--- src/rtl/srb_pkg.sv ---
package srb_pkg;
  localparam int HDR_W   = 3;
  localparam logic [HDR_W-1:0] HDR_VAL = 3'b101;
  localparam int ADDR_W  = 5;
  localparam int DATA_W  = 16;
  localparam int CMD_W   = HDR_W + 1 + ADDR_W;
  localparam int FRAME_W = CMD_W + DATA_W;
  localparam int LATCH_SLOT = FRAME_W;
  localparam int GUARD_SLOT = FRAME_W + 1;
  localparam int SLOT_W  = $clog2(GUARD_SLOT + 1);

  typedef enum logic {
    ST_IDLE = 1'b0,
    ST_XFER = 1'b1
  } seq_state_t;
endpackage

--- src/rtl/srb_sclk_gen.sv ---
module srb_sclk_gen #(
  parameter int DIV = 8
) (
  input  logic clk,
  input  logic rst_n,
  input  logic run,
  output logic sclk,
  output logic rise_tick,
  output logic fall_tick
);
  localparam int HALF = DIV / 2;
  localparam int CW   = $clog2(DIV);

  logic [CW-1:0] cnt_q, cnt_d;
  logic          sclk_q, sclk_d;

  assign rise_tick = run && (cnt_q == CW'(HALF - 1));
  assign fall_tick = run && (cnt_q == CW'(DIV - 1));

  always_comb begin
    cnt_d  = cnt_q;
    sclk_d = sclk_q;
    if (!run) begin
      cnt_d  = '0;
      sclk_d = 1'b0;
    end else if (fall_tick) begin
      cnt_d  = '0;
      sclk_d = 1'b0;
    end else begin
      cnt_d = cnt_q + 1'b1;
      if (rise_tick) sclk_d = 1'b1;
    end
  end

  always_ff @(posedge clk or negedge rst_n) begin
    if (!rst_n) begin
      cnt_q  <= '0;
      sclk_q <= 1'b0;
    end else begin
      cnt_q  <= cnt_d;
      sclk_q <= sclk_d;
    end
  end

  assign sclk = sclk_q;
endmodule

--- src/rtl/srb_rx_capture.sv ---
module srb_rx_capture #(
  parameter int W = 16
) (
  input  logic         clk,
  input  logic         rst_n,
  input  logic         shift_en,
  input  logic         cap_en,
  input  logic         sdat_i,
  output logic [W-1:0] rdata
);
  logic [W-1:0] shreg_q, shreg_d;
  logic [W-1:0] hold_q, hold_d;

  always_comb begin
    shreg_d = shreg_q;
    hold_d  = hold_q;
    if (shift_en) shreg_d = {shreg_q[W-2:0], sdat_i};
    if (cap_en)   hold_d  = shreg_q;
  end

  always_ff @(posedge clk or negedge rst_n) begin
    if (!rst_n) begin
      shreg_q <= '0;
      hold_q  <= '0;
    end else begin
      shreg_q <= shreg_d;
      hold_q  <= hold_d;
    end
  end

  assign rdata = hold_q;
endmodule

--- src/rtl/srb_frame_seq.sv ---
module srb_frame_seq
  import srb_pkg::*;
(
  input  logic              clk,
  input  logic              rst_n,
  input  logic              req_valid,
  input  logic              req_rd,
  input  logic [ADDR_W-1:0] req_addr,
  input  logic [DATA_W-1:0] req_wdata,
  input  logic              fall_tick,
  output logic              req_ready,
  output logic              run,
  output logic              sdat_o,
  output logic              sdat_oe,
  output logic              sle,
  output logic              shift_en,
  output logic              cap_en,
  output logic              done
);
  seq_state_t         state_q, state_d;
  logic [SLOT_W-1:0]  slot_q, slot_d;
  logic [FRAME_W-1:0] frame_q, frame_d;
  logic               rd_q, rd_d;
  logic               dout_q, dout_d;
  logic               oe_q, oe_d;
  logic               sle_q, sle_d;
  logic               done_q, done_d;
  logic [SLOT_W-1:0]  last_slot;
  logic               in_rx_window;

  assign last_slot    = rd_q ? SLOT_W'(GUARD_SLOT) : SLOT_W'(LATCH_SLOT);
  assign in_rx_window = (slot_q >= SLOT_W'(CMD_W)) && (slot_q < SLOT_W'(FRAME_W));

  always_comb begin
    state_d = state_q;
    slot_d  = slot_q;
    frame_d = frame_q;
    rd_d    = rd_q;
    dout_d  = dout_q;
    oe_d    = oe_q;
    sle_d   = sle_q;
    done_d  = 1'b0;
    unique case (state_q)
      ST_IDLE: begin
        if (req_valid) begin
          state_d = ST_XFER;
          slot_d  = '0;
          rd_d    = req_rd;
          frame_d = {HDR_VAL, req_rd, req_addr, (req_rd ? {DATA_W{1'b0}} : req_wdata)};
          dout_d  = HDR_VAL[HDR_W-1];
          oe_d    = 1'b1;
          sle_d   = 1'b0;
        end
      end
      ST_XFER: begin
        if (fall_tick) begin
          if (slot_q == last_slot) begin
            state_d = ST_IDLE;
            dout_d  = 1'b0;
            oe_d    = 1'b1;
            sle_d   = 1'b0;
            done_d  = 1'b1;
          end else begin
            slot_d  = slot_q + 1'b1;
            frame_d = {frame_q[FRAME_W-2:0], 1'b0};
            dout_d  = frame_q[FRAME_W-2];
            if (rd_q && (slot_q == SLOT_W'(CMD_W - 1))) oe_d = 1'b0;
            if (slot_q == SLOT_W'(FRAME_W - 1)) sle_d = 1'b1;
            if (slot_q == SLOT_W'(LATCH_SLOT))  sle_d = 1'b0;
          end
        end
      end
      default: state_d = ST_IDLE;
    endcase
  end

  always_ff @(posedge clk or negedge rst_n) begin
    if (!rst_n) begin
      state_q <= ST_IDLE;
      slot_q  <= '0;
      frame_q <= '0;
      rd_q    <= 1'b0;
      dout_q  <= 1'b0;
      oe_q    <= 1'b1;
      sle_q   <= 1'b0;
      done_q  <= 1'b0;
    end else begin
      state_q <= state_d;
      slot_q  <= slot_d;
      frame_q <= frame_d;
      rd_q    <= rd_d;
      dout_q  <= dout_d;
      oe_q    <= oe_d;
      sle_q   <= sle_d;
      done_q  <= done_d;
    end
  end

  assign req_ready = (state_q == ST_IDLE);
  assign run       = (state_q == ST_XFER);
  assign sdat_o    = dout_q;
  assign sdat_oe   = oe_q;
  assign sle       = sle_q;
  assign done      = done_q;
  assign shift_en  = run && fall_tick && rd_q && in_rx_window;
  assign cap_en    = run && fall_tick && rd_q && (slot_q == SLOT_W'(LATCH_SLOT));
endmodule

--- src/rtl/srb_master.sv ---
module srb_master
  import srb_pkg::*;
#(
  parameter int CLK_DIV = 8
) (
  input  logic              clk,
  input  logic              rst_n,
  input  logic              req_valid,
  output logic              req_ready,
  input  logic              req_rd,
  input  logic [ADDR_W-1:0] req_addr,
  input  logic [DATA_W-1:0] req_wdata,
  output logic              rsp_done,
  output logic [DATA_W-1:0] rsp_rdata,
  output logic              sclk,
  output logic              sle,
  output logic              sdat_o,
  output logic              sdat_oe,
  input  logic              sdat_i
);
  localparam int DIV_EFF = (CLK_DIV < 4) ? 4 : CLK_DIV;

  logic rst_meta_q, rst_sync_q;
  logic run, rise_tick, fall_tick, shift_en, cap_en;

  always_ff @(posedge clk or negedge rst_n) begin
    if (!rst_n) begin
      rst_meta_q <= 1'b0;
      rst_sync_q <= 1'b0;
    end else begin
      rst_meta_q <= 1'b1;
      rst_sync_q <= rst_meta_q;
    end
  end

  srb_sclk_gen #(.DIV(DIV_EFF)) u_sclk (
    .clk       (clk),
    .rst_n     (rst_sync_q),
    .run       (run),
    .sclk      (sclk),
    .rise_tick (rise_tick),
    .fall_tick (fall_tick)
  );

  srb_frame_seq u_seq (
    .clk       (clk),
    .rst_n     (rst_sync_q),
    .req_valid (req_valid),
    .req_rd    (req_rd),
    .req_addr  (req_addr),
    .req_wdata (req_wdata),
    .fall_tick (fall_tick),
    .req_ready (req_ready),
    .run       (run),
    .sdat_o    (sdat_o),
    .sdat_oe   (sdat_oe),
    .sle       (sle),
    .shift_en  (shift_en),
    .cap_en    (cap_en),
    .done      (rsp_done)
  );

  srb_rx_capture #(.W(DATA_W)) u_rx (
    .clk      (clk),
    .rst_n    (rst_sync_q),
    .shift_en (shift_en),
    .cap_en   (cap_en),
    .sdat_i   (sdat_i),
    .rdata    (rsp_rdata)
  );

  logic unused_rise;
  assign unused_rise = rise_tick;
endmodule

--- config.mk ---
export PLATFORM = sky130hd
export DESIGN_NAME = srb_master
export DESIGN_NICKNAME = d
export VERILOG_FILES = /design/src/rtl/srb_pkg.sv /design/src/rtl/srb_sclk_gen.sv /design/src/rtl/srb_rx_capture.sv /design/src/rtl/srb_frame_seq.sv /design/src/rtl/srb_master.sv
export SDC_FILE = /design/constraint.sdc
export NUM_CORES = 1
export LEC_CHECK = 0
export BUFFER_PORTS_ARGS = -buffer_cell sky130_fd_sc_hd__buf_2
export CAP_MARGIN = 20
export CORE_MARGIN = 3
export CORE_UTILIZATION = 25
export CTS_BUF_LIST = sky130_fd_sc_hd__clkbuf_4 sky130_fd_sc_hd__clkbuf_8
export DETAILED_ROUTE_END_ITERATION = 16
export SLEW_MARGIN = 20
export SYNTH_ARGS = -nofsm -noshare
export SYNTH_HDL_FRONTEND = slang
export SYNTH_SLANG_ARGS = --single-unit
--- constraint.sdc ---
create_clock -name clk -period 6.35 [get_ports clk]
set_input_delay 0.635 -clock clk [delete_from_list [all_inputs] [get_ports clk]]
set_output_delay 0.635 -clock clk [all_outputs]
set_load 0.01 [all_outputs]
---- Yosys cells after proc, flatten, opt, wreduce, memory -nomap -nowiden ----
Index checks and enable logic that the tools add are counted.
operators by class
  add/subtract/negate cells ............... 2
  order comparisons ....................... 2
  eq/ne operators ......................... 12
  multiplexer cells ....................... 36
  bitwise logic cells ..................... 1
  reduce and logical (&&, ||, !) cells .... 13
operators with widths
  kind                                                                    number
  24-bit 2-to-1 mux                                                       3
  24-bit case mux with 2 select lines                                     1
  1-bit 2-to-1 mux                                                        20
  16-bit 2-to-1 mux                                                       1
  5-bit 2-to-1 mux                                                        3
  5-bit equality test (second input constant)                             2
  5-bit case mux with 2 select lines                                      1
  3-bit AND reduction                                                     3
  1-bit logical AND                                                       8
  1-bit case mux with 2 select lines                                      4
  3-bit 2-to-1 mux                                                        2
  5-bit by 1-bit adder with 5-bit output (second input constant)          1
  5-bit by 4-bit equality test with 1-bit output (second input constant)  1
  5-bit equality test                                                     1
  5-bit by 4-bit >= comparator with 1-bit output (second input constant)  1
  5-bit less-than comparator (second input constant)                      1
  2-bit != test (second input constant)                                   2
  4-bit != test (second input constant)                                   1
  2-bit AND reduction                                                     2
  3-bit by 1-bit adder with 3-bit output (second input constant)          1
  3-bit by 2-bit equality test with 1-bit output (second input constant)  1
  3-bit equality test (second input constant)                             1
  3-bit by 2-bit != test with 1-bit output (second input constant)        1
  3-bit != test (second input constant)                                   1
  other kinds (3)                                                         3
storage, ports and cells
  register bits ........................... 73
  input port bits ......................... 26
  output and inout bits ................... 22
  logic and storage cells ................. 80

---- Longest topological paths before layout ----
Gate-level depths: netlist of run 1.
  depth in word-level cells ............... 6
  gate-level depth with buffers ........... 8
  mapped depth without buffers ............ 6

---- Modules after synthesis ----
Synthesis of run 1 repeated with hierarchy kept, for this count alone.
second synthesis, totals
  cells, all modules ...................... 243
  area, all modules ....................... 3,394.5 sq um
by module, submodules not included
  module          times used  cells each  area an instance (sq um)
  srb_frame_seq   1           155         1,846.8
  srb_rx_capture  1           68          1,298.7
  srb_sclk_gen    1           17          195.2
  srb_master      1           3           53.8

---- Least setup slack after synthesis of run 1 ----
Ideal clock, no wire load.
  kind .................................... register -> register
  start ................................... register u_seq.slot_q[1]
  end ..................................... register u_rx.shreg_q[10]
  library setup time ...................... 125 ps
  data arrival time ....................... 1,860 ps
  setup slack ............................. 4,364 ps
  stages on the path, launching flop included .. 8
  clock period less this slack ............ 1,986 ps
  cells stage by stage .................... dfrtp_1 > buf_2 > inv_1 > ha_1 > o41a_1 > o2111ai_4 > buf_12 > mux2_4
between the ends
  longest elaborated chain between the ends .. 3
ends and longest elaborated chain
  element                                                                                       RTL line              RTL
  start, declared                                                                               srb_frame_seq.sv:21   logic [SLOT_W-1:0] slot_q, slot_d;
  start signal, assigned                                                                        srb_frame_seq.sv:89   slot_q <= slot_d;
  5-bit by 4-bit >= comparator with 1-bit output or 5-bit less-than comparator (tied branches)  srb_frame_seq.sv:32   assign in_rx_window = (slot_q >= SLOT_W'(CMD_W)) && (slot_q < SLOT_W'(FRAME_W));
  1-bit logical AND (*)                                                                         srb_frame_seq.sv:32
  1-bit logical AND (*)                                                                         srb_frame_seq.sv:105  assign shift_en = run && fall_tick && rd_q && in_rx_window;
  end signal, assigned                                                                          srb_rx_capture.sv:26  shreg_q <= shreg_d;
  end, declared                                                                                 srb_rx_capture.sv:11  logic [W-1:0] shreg_q, shreg_d;
Every way passes the cells marked *; elsewhere a longest branch is shown, timed or not.
A chain may end at the register's enable or synchronous reset.

---- Worst setup path after layout of run 1 ----
  start ................................... register u_sclk.cnt_q[0]
  end ..................................... register u_rx.hold_q[3], in the netlist u_rx.rdata[3]
between the ends
  longest elaborated chain between the ends .. 5
ends and longest elaborated chain
  element                         RTL line              RTL
  start, declared                 srb_sclk_gen.sv:14    logic [CW-1:0] cnt_q, cnt_d;
  start signal, assigned          srb_sclk_gen.sv:40    cnt_q <= cnt_d;
  3-bit equality test             srb_sclk_gen.sv:18    assign fall_tick = run && (cnt_q == CW'(DIV - 1));
  1-bit logical AND               srb_sclk_gen.sv:18
  1-bit logical AND (3 in a row)  srb_frame_seq.sv:106  assign cap_en = run && fall_tick && rd_q && (slot_q == SLOT_W'(LATCH_SLOT));
  end signal, assigned            srb_rx_capture.sv:27  hold_q <= hold_d;
  end, declared                   srb_rx_capture.sv:12  logic [W-1:0] hold_q, hold_d;
Every way passes these cells.

==> flow_summary.ini, run 1 <==
[setup_path]
critPathBufInv = 0
arrival_ns = 2.93
path_cells = ha_1 > ha_1 > and2_0 > and4_1 > mux2_2
crit_required_ns = 6.58
worstSetupEndpointType = flip-flop
crit_path_start_kind = flip-flop
crit_top_cell = ha_1
critical_path_class = reg2reg
crit_fanout = 16
cp_slowest_stage_delay_ns = 0.78
crit_family = simple AND/OR/NAND/NOR gates
cpMaxStageDelayCell = and4_1

[floorplanning]
fp.dieW_um = 124
dieArea_mm2 = 0.0154
start_util_pct = 26.0
placementRows = 42
fp.dieH_um = 124
io-pin-count = 48
core-area_mm2 = 0.0134

[sta]
final.setup.worst_slack_ns = 3.65
hold_viol_final = 0
setup-tns-final_ns = 0
clock_skew_ns = 0.0110
rsz0062_at_grt = false
min_period_over_period_pct = 42.5
min_period_ns = 2.70
setup_violations = 0
clock.fmax_ghz = 0.370
max_slew.worst_pin.slew_ns = 0.948
slew_headroom_pct = 36.8
report.final.slew_viol_count = 0

[synthesis]
synth.most_common_cell = dfrtp_1
syn_inst = 303
synth-edff-count = 0
synthTopCellsByArea = dfrtp_1, mux2_2, mux2_4, mux2_1, a21oi_1
synth_cell_types = 50
syn-num-nets = 335
seq_area_frac_synth_pct = 52.5
synthArstFlopShare_pct = 100
ys_warn_count = 0
synth_area_leader_cell = dfrtp_1
synth_top_area_share_pct = 51.8
synth_area_per_cell_um2 = 11.5
synthFlopType = dfrtp_1
netlist_area_mm2 = 0.00348
yosys-top-cells-count = dfrtp_1, nand2_1, a21oi_1
ys_ff_latch = 73

[finish]
final_util_pct = 30.3
final_cells = 522
fin_area_mm2 = 0.00406
drive_above_1_share_pct = 27.5
area_delta_synth_final_pct = 16.5
nets = 373
n_antenna_cell = 0

[place]
placed_cells = 506
post-place-ws_ns = 3.62
hpwlAfterDp_mm = 4.95
port_buffers = 47
place.gp.congestion = 0.735
dpl-instance-area_mm2 = 0.00382

[clock_network]
htree_levels = 3
clock_path_buffers = 2
cts.sinks = 73
cts_setup_buffers = 0
clk_pin_slew_ns = 0.07
clk_latency_ns = 0.35
ctsResizeCount = 0
numCtsBuffers = 9
cts-root-buf = clkbuf_8
cts_hold_buf = 0
cts_tree = yes

[route]
dr.pass1.iters = 5
drt_iter0_drc = 152
wirelength_mm = 7.62
detail_route.vias_per_cell = 4.77
via_count = 2491
ant_nets = 0
detail_route.wl_per_cell_um = 14.6
route.detailed.drc = 0

[power]
p_leak_nw = 1.97
irDropWorstVdd_uv = 149
pwr_density_cell_mw_per_mm2 = 320

[global_route]
antenna_found_initial = 0
gr-total-overflow = 0
grt_pass1_vias = 2503
grt_pass1_wl_mm = 12.8
grt_start_max_net_pins = 72
grt_usage_pct = 10.5

[run_status]
outcome = complete, no violations

[flow_run]
cap_violations = 0

[min_path]
hold_class = in2async
==> layout by cell type (no fill, tap or decap), types with 12 or more instances in the layout <==
master     n
mux2_2    14
buf_2     47
o211ai_1  12
a21oi_1   20
nand2_1   21
o21ai_0   12
or3_1     12
nor2_1    12
and3_1    13
dfrtp_1   71
==> worst reg2reg max path, cell delays in order, from the launching register on <==
cell and delay, ns:
dfrtp_1 0.35, ha_1 0.17, ha_1 0.48, and2_0 0.38
and4_1 0.78, mux2_2 0.42
==> stage by stage <==
step / total power [mW] / hold WS [ns]
global route: 1.39 / 0.0367
detailed placement: 0.900 / 0.340
floorplan: 0.832 / 0.331
finish: 1.30 / 0.0569
CTS: 1.32 / 0.0332
global placement: 0.886 / 0.337
==> power by group <==
group          total (mW)  internal [mW]  leakage, nW  switching (mW)
clock network       0.407          0.236        0.117           0.171
logic               0.255          0.120        0.891           0.135
registers           0.637          0.564        0.963          0.0730
==> kinds of logic after synthesis <==
| family | after synthesis | synth area share [%] |
|---|---|---|
| compound gates | 74 | 14.5 |
| xor+xnor | 2 | 0.504 |
| fa+ha+maj | 6 | 2.16 |
| buf+inv | 29 | 4.42 |
| flops | 73 | 52.5 |
| mux | 42 | 14.4 |
| other cells | 1 | 0.108 |
| simple gates | 76 | 11.4 |
==> area by class of cell <==
class	instances	area, µm²
timing repair buffer	49	250
clock inverter	5	78.8
inverter	7	26.3
fill	1403	9350
sequential	73	1830
clock buffer	11	145
multi-input combinational	201	1510
tap	176	220
==> flip-flops by register name (all words and copies together) (netlist names), 3 cells and up <==
register	flops
u_sclk.cnt_q	3
u_rx.shreg_q	16
u_seq.frame_q	24
u_rx.rdata	16
u_seq.slot_q	5
==> final timing paths <==
kind | startpoint | endpoint | slack, ns | cells after the start
worst max-delay path | u_sclk.cnt_q[0] | u_rx.rdata[3] | 3.65 | 5
worst min-delay path | rst_n | rst_sync_q | 0.06 | 1
worst max register to register | u_sclk.cnt_q[0] | u_rx.rdata[3] | 3.65 | 5
worst min register to register | rst_meta_q | rst_sync_q | 0.35 | 0
max in group asynchronous | rst_sync_q | u_seq.frame_q[5] | 5.27 | 1
min in group clk | rst_meta_q | rst_sync_q | 0.35 | 0
==> routing by layer <==
metal	share of wire [%]	routed length, µm	global-route usage [%]	up-vias
met2	47	3570	16.4	55
met5	0	0	0	-
met1	48	3630	14.2	1255
li1	-	-	-	1172
met3	4.2	317	3.13	9
met4	1.3	99	3.08	0
Note: power is estimated with default switching activity, not from simulation.
==> run 2: changes to the inputs <==
clock period = 2.5 ns   (was 6.35 ns; I/O delays follow)
==> flow_summary.ini, run 2 (same netlist as run 1, synthesis figures left out) <==
[run_status]
outcome = complete, no violations

[clock_network]
htree_levels = 3
cts.sinks = 73
clock_path_buffers = 2
clk_pin_slew_ns = 0.07
numCtsBuffers = 9
cts_tree = yes
clk_latency_ns = 0.35
cts-root-buf = clkbuf_8

[global_route]
gr-total-overflow = 0
grt_pass1_vias = 2507
antenna_found_initial = 0
grt_usage_pct = 10.7
grt_start_max_net_pins = 72
grt_pass1_wl_mm = 12.8

[power]
p_clk_share_pct = 26.2
switching_power_mw = 0.950
irDropWorstVdd_uv = 349
intPower_mw = 2.12
seqPwrFrac_pct = 52.7
pwr-share-comb_pct = 21.1
swShare_pct = 30.9
pwr_density_cell_mw_per_mm2 = 755
p_leak_nw = 1.99

[setup_path]
arrival_ns = 2.43
crit_fanout = 16
r2r_start = u_seq.slot_q[1]
critical_path_class = reg2reg
worstSetupEndpointType = flip-flop
crit_required_ns = 2.74
cp-startpoint = u_seq.slot_q[1]
crit_path_start_kind = flip-flop

[route]
detail_route.wl_per_cell_um = 14.4
via_count = 2514
ant_nets = 0
detail_route.vias_per_cell = 4.74
dr.pass1.iters = 4
route.detailed.drc = 0
drt_iter0_drc = 172
wirelength_mm = 7.61

[sta]
min_period_over_period_pct = 87.8
setup_violations = 0
clock_skew_ns = 0.00517
report.final.slew_viol_count = 0
setup-tns-final_ns = 0
max_slew.worst_pin.slew_ns = 0.670
clock.fmax_ghz = 0.456
final.setup.worst_slack_ns = 0.305
rsz0062_at_grt = false
hold_viol_final = 0
slew_headroom_pct = 55.3
min_period_ns = 2.20

[finish]
layout_common_cells = dfrtp_1, buf_2, nand2_1
nets = 381
n_antenna_cell = 0
top_register = u_seq.frame_q
drive_above_1_share_pct = 28.8
largest_register_ff_count = 24
final_cells = 530
final_common_cell = dfrtp_1
area_delta_synth_final_pct = 17.0
fin_area_mm2 = 0.00407

[place]
port_buffers = 47
post-place-ws_ns = 0.313
hpwlAfterDp_mm = 5.19
place.gp.congestion = 0.782
dpl-instance-area_mm2 = 0.00389
placed_cells = 513

[floorplanning]
fp.dieH_um = 124
placementRows = 42
fp.dieW_um = 124
io-pin-count = 48
start_util_pct = 26.0
core-area_mm2 = 0.0134
dieArea_mm2 = 0.0154

[min_path]
hold_class = in2reg
min_from = req_wdata[0]

[flow_run]
cap_violations = 0
==> run 2: cell count changes in the layout (fill, tap and decap cells not counted), sizes merged <==
cell,before,now
dlygate4sd3,0,1
bufinv,2,0
buf,49,56
clkinv,3,5
==> run 2: power groups by stage <==
stage / clock network (mW) / logic, mW / registers [mW]
after CTS: 0.851 / 0.659 / 1.62
after global routing: 0.909 / 0.764 / 1.66
final: 0.805 / 0.648 / 1.62
after floorplan: 0 / 0.517 / 1.60
after global placement: 0 / 0.627 / 1.63
after detailed placement: 0 / 0.652 / 1.64
==> run 2: path summary, 6_finish.rpt <==
kind | cells past startpoint | slack, ns | endpoint
setup / recovery | 6 | 0.30 | u_rx.shreg_q[1]
max in group asynchronous | 1 | 1.89 | u_seq.sdat_oe
min in group asynchronous | 2 | 0.22 | rst_sync_q
hold / removal | 2 | 0.12 | u_seq.frame_q[0]
setup reg to reg | 6 | 0.30 | u_rx.shreg_q[1]
hold reg to reg | 1 | 0.29 | u_rx.shreg_q[1]
==> run 2: per-stage QoR <==
stage / total power [mW] / utilization, % / hold slack, ns
after floorplan: 2.11 / - / -0.0456
after global routing: 3.33 / 30.4 / 0.109
after global placement: 2.25 / 29.0 / 0.0366
after CTS: 3.13 / 30.4 / 0.0976
final: 3.07 / 30.4 / 0.116
after detailed placement: 2.29 / 29.0 / 0.0373
==> run 2: worst max-delay path, cell delays in order, from the launching register on <==
cell       delay, ns
dfrtp_1         0.54
inv_1           0.11
ha_1            0.23
o41a_1          0.35
o2111ai_4       0.19
buf_4           0.30
mux2_2          0.37
==> run 2: cell type report <==
type                       instances  area (µm²)
multi-input combinational        201        1500
inverter                           7        26.3
fill                            1386        9330
tap                              176         220
clock inverter                     5        32.5
timing repair buffer              57         325
clock buffer                      11         139
sequential                        73        1830
==> run 2: per-layer routing <==
layer / routed length [µm] / GRT usage, % / share of wire (%) / vias up
li1: - / - / - / 1200
met1: 3420 / 14.2 / 45 / 1238
met2: 3590 / 16.3 / 47 / 66
met3: 492 / 3.72 / 6.5 / 10
met4: 106 / 3.70 / 1.4 / 0
met5: 0 / 0 / 0 / -
==> run 2: what timing repair did <==
action	4_1_cts	5_1_grt
endpoints found under the setup margin	0	0
hold endpoints to repair	2	0
setup buffers	0	0
hold buffers	1	0
resized for setup	0	0
